$ cat src/rtl/bfs_pkg.sv
package bfs_pkg;
  typedef enum logic [2:0] {
    PH_IDLE,
    PH_CLK_LO,
    PH_CLK_HI,
    PH_STOP_PRE,
    PH_STOP_LOW,
    PH_STOP_HOLD
  } phase_e;
endpackage

$ cat src/rtl/bfs_pulse_cnt.sv
module bfs_pulse_cnt #(
  parameter int NUM_PULSES = 9
) (
  input  logic clk_i,
  input  logic rst_ni,
  input  logic clr_i,
  input  logic inc_i,
  output logic last_o
);
  localparam int CW = $clog2(NUM_PULSES + 1);
  localparam logic [CW-1:0] LAST = CW'(NUM_PULSES - 1);

  logic [CW-1:0] cnt_q;

  always_ff @(posedge clk_i or negedge rst_ni) begin
    if (!rst_ni)    cnt_q <= '0;
    else if (clr_i) cnt_q <= '0;
    else if (inc_i) cnt_q <= cnt_q + 1'b1;
  end

  // current high phase belongs to the final pulse
  assign last_o = (cnt_q == LAST);
endmodule

$ cat src/rtl/bfs_phase_fsm.sv
module bfs_phase_fsm
  import bfs_pkg::*;
(
  input  logic   clk_i,
  input  logic   rst_ni,
  input  logic   start_i,
  input  logic   tick_i,
  input  logic   last_i,
  output phase_e state_d_o,
  output logic   clr_o,
  output logic   inc_o,
  output logic   done_o
);
  phase_e state_q, state_d;
  logic   fin;
  logic   done_q;

  always_comb begin
    state_d = state_q;
    clr_o   = 1'b0;
    inc_o   = 1'b0;
    fin     = 1'b0;
    unique case (state_q)
      PH_IDLE: if (start_i) begin
        state_d = PH_CLK_LO;
        clr_o   = 1'b1;
      end
      PH_CLK_LO:   if (tick_i) state_d = PH_CLK_HI;
      PH_CLK_HI:   if (tick_i) begin
        inc_o   = 1'b1;
        state_d = last_i ? PH_STOP_PRE : PH_CLK_LO;
      end
      PH_STOP_PRE:  if (tick_i) state_d = PH_STOP_LOW;
      PH_STOP_LOW:  if (tick_i) state_d = PH_STOP_HOLD;
      PH_STOP_HOLD: if (tick_i) begin
        state_d = PH_IDLE;
        fin     = 1'b1;
      end
      default: state_d = PH_IDLE;
    endcase
  end

  always_ff @(posedge clk_i or negedge rst_ni) begin
    if (!rst_ni) begin
      state_q <= PH_IDLE;
      done_q  <= 1'b0;
    end else begin
      state_q <= state_d;
      done_q  <= fin;
    end
  end

  assign state_d_o = state_d;
  assign done_o    = done_q;
endmodule

$ cat src/rtl/bfs_line_drv.sv
module bfs_line_drv
  import bfs_pkg::*;
(
  input  logic   clk_i,
  input  logic   rst_ni,
  input  phase_e state_d_i,
  output logic   busy_o,
  output logic   scl_low_o,
  output logic   sda_low_o
);
  logic scl_d, sda_d;

  always_comb begin
    scl_d = 1'b0;
    sda_d = 1'b0;
    unique case (state_d_i)
      PH_CLK_LO:    scl_d = 1'b1;
      PH_STOP_PRE:  scl_d = 1'b1;
      PH_STOP_LOW:  begin scl_d = 1'b1; sda_d = 1'b1; end
      PH_STOP_HOLD: sda_d = 1'b1;
      default: ;
    endcase
  end

  // registered so the open-drain enables never glitch
  always_ff @(posedge clk_i or negedge rst_ni) begin
    if (!rst_ni) begin
      busy_o    <= 1'b0;
      scl_low_o <= 1'b0;
      sda_low_o <= 1'b0;
    end else begin
      busy_o    <= (state_d_i != PH_IDLE);
      scl_low_o <= scl_d;
      sda_low_o <= sda_d;
    end
  end
endmodule

$ cat src/rtl/bus_flush_seq.sv
module bus_flush_seq
  import bfs_pkg::*;
#(
  parameter int NUM_PULSES = 9
) (
  input  logic clk_i,
  input  logic rst_ni,
  input  logic start_i,
  input  logic tick_i,
  output logic busy_o,
  output logic done_o,
  output logic scl_low_o,
  output logic sda_low_o
);
  phase_e state_d;
  logic   clr, inc, last;

  bfs_pulse_cnt #(.NUM_PULSES(NUM_PULSES)) u_cnt (
    .clk_i  (clk_i),
    .rst_ni (rst_ni),
    .clr_i  (clr),
    .inc_i  (inc),
    .last_o (last)
  );

  bfs_phase_fsm u_fsm (
    .clk_i     (clk_i),
    .rst_ni    (rst_ni),
    .start_i   (start_i),
    .tick_i    (tick_i),
    .last_i    (last),
    .state_d_o (state_d),
    .clr_o     (clr),
    .inc_o     (inc),
    .done_o    (done_o)
  );

  bfs_line_drv u_drv (
    .clk_i     (clk_i),
    .rst_ni    (rst_ni),
    .state_d_i (state_d),
    .busy_o    (busy_o),
    .scl_low_o (scl_low_o),
    .sda_low_o (sda_low_o)
  );
endmodule

$ cat config.mk
export PLATFORM = sky130hd
export DESIGN_NAME = bus_flush_seq
export DESIGN_NICKNAME = d
export VERILOG_FILES = /design/src/rtl/bfs_pkg.sv /design/src/rtl/bfs_pulse_cnt.sv /design/src/rtl/bfs_phase_fsm.sv /design/src/rtl/bfs_line_drv.sv /design/src/rtl/bus_flush_seq.sv
export SDC_FILE = /design/constraint.sdc
export NUM_CORES = 1
export LEC_CHECK = 0
export BUFFER_PORTS_ARGS = -buffer_cell sky130_fd_sc_hd__buf_4
export CAP_MARGIN = 20
export CORE_MARGIN = 1.5
export CORE_UTILIZATION = 45
export DETAILED_ROUTE_END_ITERATION = 10
export REMOVE_ABC_BUFFERS = 1
export SYNTH_ARGS = -nofsm -noshare
export SYNTH_HDL_FRONTEND = slang
export SYNTH_SLANG_ARGS = --single-unit
$ cat constraint.sdc
create_clock -name clk_i -period 1.6 [get_ports clk_i]
set_clock_uncertainty 0.05 [all_clocks]
set_input_delay 0 -clock clk_i [delete_from_list [all_inputs] [get_ports clk_i]]
set_output_delay 0 -clock clk_i [all_outputs]
set_load 0.1 [all_outputs]
Word-level counts from Yosys, hierarchy flattened:

Cells that the tools add are included.

* add/subtract/negate cells: 1
* reduce and logical (&&, ||, !) cells: 5
* equal/unequal tests: 10
* multiplexer cells: 17

Operator list (count)
* $mux W3: 6
* $pmux W3 S6: 1
* $eq A3 B3 Y1 const B: 4
* $eq A3 B2 Y1 const B: 3
* $mux W4: 2
* $mux W1: 7
* $eq A3 B1 Y1 const B: 2
* $add A4 B1 Y4 const B: 1
* $eq A4 B4 Y1 const B: 1
* $logic_not A3 Y1: 1
* $reduce_bool A3 Y1: 1
* $reduce_or A3 Y1: 1
* $mux W2: 1
* $reduce_bool A2 Y1: 1
* $reduce_or A2 Y1: 1

* logic and storage cells: 39
* flip-flop bits (word level): 11
* output and inout bits: 4

Depth between registers and ports, before layout:

* depth in word-level cells: 7
* mapped depth: 5
* gate-level depth less buffers: 4

Cells and area by module:

From an unflattened synthesis, not the netlist that was laid out.

* cells, all modules: 51
* area, all modules: 536.8 um^2

By module, submodules not included
* bfs_pulse_cnt: cells an instance 21, area an instance 220.2 um^2, instances 1
* bfs_phase_fsm: cells an instance 23, area an instance 206.4 um^2, instances 1
* bfs_line_drv: cells an instance 7, area an instance 110.1 um^2, instances 1

Worst setup path before layout:

Ideal clock, no wire load.

* path type: reg-to-reg
* start point: register u_fsm.state_q[0]
* end point: register u_cnt.cnt_q[3]
* required time: 1430 ps
* setup time: 120 ps
* clock period less this slack: 1297 ps
* arrival: 1127 ps
* setup slack: 303 ps
* cell stages (with the launch flop): 6
* cells stage by stage: dfrtp_1 buf_6 nor4bb_4 buf_6 a211oi_2 a31o_1

* longest elaborated chain between the ends: 3
* elaborated cells on any way between the ends: 6

RTL lines
* start: declaration: line bfs_phase_fsm.sv:14 `phase_e state_q, state_d;`
* start signal: assignment: line bfs_phase_fsm.sv:48 `state_q <= state_d;`
* $eq A3 B2 Y1 or $logic_not A3 Y1 (tied branches): line bfs_phase_fsm.sv:23 `unique case (state_q)`
* $mux W1: line bfs_phase_fsm.sv:23
* $reduce_bool A2 Y1 (no line) or $mux W4 (tied branches)
* end signal: assignment: line bfs_pulse_cnt.sv:18 `else if (inc_i) cnt_q <= cnt_q + 1'b1;`
* end: declaration: line bfs_pulse_cnt.sv:13 `logic [CW-1:0] cnt_q;`

Several ways; a longest one is shown, not always the timed one.
A chain may end at the register's enable or synchronous reset.

Final worst setup path:

* start point: register u_fsm.state_q[2]
* end point: register u_cnt.cnt_q[3]

Same word-level chain as after synthesis.

==> impl_results.md <==
* Outcome: finished clean
* Mapped Avg Cell Area at between 10 and 15 um^2
* Synth Area in Adders at 0.0405
* Share of cells above drive strength 1 at 0.247
* CP max FO at 6
* Worst slew pin tran at approximately 0.44 ns
* R2R Path End: u_cnt.cnt_q[3]$_DFFE_PN0P_
* CP arrival at between 1.5 and 2 ns
* Synth Area in XOR/XNOR at 0.0142
* Synth warnings at 0
* Row cnt at 13
* Setup slack after layout at between 0.15 and 0.2 ns
* Die ar. at around 1600 um^2
* LEAKAGE at 0.000329 uW
* Critical path endpoint: u_cnt.cnt_q[3]$_DFFE_PN0P_
* H-tree depth at 1
* Crit start category: register
* Layout area overhead at 19.2%
* Min Tclk post-route at between 1 and 1.5 ns
* Vias in the first global route at 453
* M1 GR Usage at 0.253
* Mapped Area at roughly 620 um^2
* Root cell of the clock tree: clkbuf_4
* Placed cells at 81
* IR drop worst, VDD at approximately 0.75 mV
* TNS Setup at 0 ns
* Post-synthesis mux area share at 0.0162
* Global Route met3 Usage at 0.0667
* Slew margin rel. at 0.705
* Fin nets at 80
* Gr busiest metal: met2
* Period utilisation layout at 0.896
* RSZ-0062 raised after global routing: no
* Initial antenna violation count at 0
* Placed Instance Area at between 600 and 700 um^2
* 1st-pass router iterations at 5
* Final setup viols at 0
* Vias per cell at roughly 5.2
* Post-route ant nets at 0
* CP max stage cell: nor4bb_4
* Pre-CTS WS at between 0.15 and 0.2 ns
* Pin count of the biggest net entering global routing at 12
* First-pass GRT wire length at just under 2 mm
* Crit end category: register
* Register area share after synthesis at 0.445
* Top FF cell, synth: dfrtp_1
* Hold WC Path Type: in2async
* Worst R2R Setup Slack at between 0.15 and 0.2 ns
* Number of synthesized flops with an enable pin at 0
* Met2 Use GR at 0.266
* Crit path cell chain: nor4bb_4, a211oi_2, a31o_1
* Diode count at 0
* Reg2reg start: u_fsm.state_q[2]$_DFF_PN0_
* CP max stage delay at about 0.5 ns
* DRC violations left at 0
* CORE AREA at between 1000 and 1500 um^2
* Post-CTS Setup Bufs at 0
* Grt ovf at 0
* Netlist cell types at 28
* CTS Buf Count at 3
* Clock transition at path regs at 0.07 ns
* CTS tree: done
* Synth Register Bits at 11
* Routed Wire Length at 1.17 mm
* Fin cells at 88
* Layout fillers at around 110
* Final Instance Area at approximately 740 um^2
* Compound-Gate Fraction of Synth Area at 0.138
* Chip width at about 40 um
* Total I/O pin count at 8
* Clock Latency Late Sink at roughly 0.28 ns
* Max-Cap Viols at 0
* Port buffer count at 7
* Routed WL per cell at around 13 um
* Post-DP HPWL at about 810 um
* Share of flip-flops with an asynchronous set or reset at 1.00
* Hold WS at about 0.032 ns
* Hold Fails Final Rpt at 0
* Worst path required time at between 1.5 and 2 ns
* Post-Synth Simple-Gate Area at 0.253
* R2R cell count at 3
* Initial core utilization at 0.481
* Fmax at roughly 700 MHz
* Final GP Congestion at roughly 0.78
* Total power divided by cell area at 2000 nW/um^2
* Via count at approximately 460
* Initial drt markers at 11
* All-Layer GR Usage at 0.197
* Largest family of logic cells by synthesized area: simple AND/OR/NAND/NOR gates
* Synth Instances at 59
* Clock Sinks at 11
* CP Class: reg2reg
* Fin. max-slew vios at 0
* Chip height at ~40 um
* Max clock buf depth at 2
* Critical path origin: u_fsm.state_q[2]$_DFF_PN0_
state kept, by name (all words and copies together), names as in the netlist:
name,count
u_cnt.cnt_q,4
u_fsm.state_q,3
u_drv.busy_o,1
u_drv.scl_low_o,1
u_drv.sda_low_o,1
u_fsm.done_o,1
worst min path at each step:
stage | startpoint | end
after floorplan | rst_ni | u_cnt.cnt_q[0]$_DFFE_PN0P_
after global placement | rst_ni | u_cnt.cnt_q[3]$_DFFE_PN0P_
after detailed placement | rst_ni | u_cnt.cnt_q[0]$_DFFE_PN0P_
after CTS | rst_ni | u_cnt.cnt_q[2]$_DFFE_PN0P_
after global routing | rst_ni | u_fsm.state_q[2]$_DFF_PN0_
final | rst_ni | u_cnt.cnt_q[0]$_DFFE_PN0P_
critical path, delay by kind of cell, from the launching register on:
kind | cells | cell delay [ns]
flip-flops | 1 | 0.46
AO/OA/AOI/OAI | 2 | 0.32
AND/OR/NAND/NOR | 1 | 0.50
cells by family (layout without fill, tap and decap cells):
family                   after synthesis  count (layout)
buffers and inverters                  9              23
adder cells (fa/ha/maj)                2               2
XOR/XNOR                               1               1
multiplexers                           1               1
AO/OA/AOI/OAI                         12              12
flip-flops                            11              11
AND/OR/NAND/NOR                       23              23
layout by cell type (no fill, tap or decap), types with 2 or more instances in the layout:
master	instances
dlygate4sd3_1	3
dfrtp_1	11
ha_1	2
nor2_1	6
nand3_1	2
nand2b_1	2
inv_1	5
buf_4	11
clkbuf_4	3
nor3_1	2
o21ai_0	4
and3_1	2
nand2_1	3
metrics by stage:
stage,power [uW],utilization
6_report,1470,0.574
5_1_grt,1570,0.574
4_1_cts,1480,0.574
3_5_place_dp,1270,0.530
3_3_place_gp,1260,0.530
2_1_floorplan,1040,-
report_power, final:
group	leakage (uW)	switching [uW]	internal, uW
registers	0.000140	104	378
logic	0.000174	512	273
clock network	0.0000150	106	97.0
routing by layer:
layer,share of wire,vias to the layer above
met5,0,-
met1,0.51,215
met3,0.034,2
met2,0.44,10
li1,-,232
met4,0.016,0
cells in the mapped netlist (all sizes together), types with 2 or more instances:
cell type / count / area, um^2
dfrtp: 11 / 275
nand3: 2 / 10.0
nand2b: 2 / 12.5
buf: 4 / 38.8
nor3: 2 / 10.0
nor2: 6 / 22.5
inv: 5 / 18.8
nand2: 3 / 11.3
and3: 2 / 12.5
ha: 2 / 25.0
o21ai: 5 / 25.0
cell type report:
cell class | count | area [um^2] | share of cell area
well taps | 15 | 18.8 | 0.0255
clock buffers | 4 | 26.3 | 0.0357
multi-input cells | 39 | 285 | 0.387
inverters | 5 | 18.8 | 0.0255
repair buffers | 14 | 113 | 0.153
flip-flops and latches | 11 | 275 | 0.374
what timing repair did:
action	CTS	global route
gates resized for setup	0	0
hold buffers	3	0
hold endpoints to repair	14	0
Power figures use the tool's default switching activity.
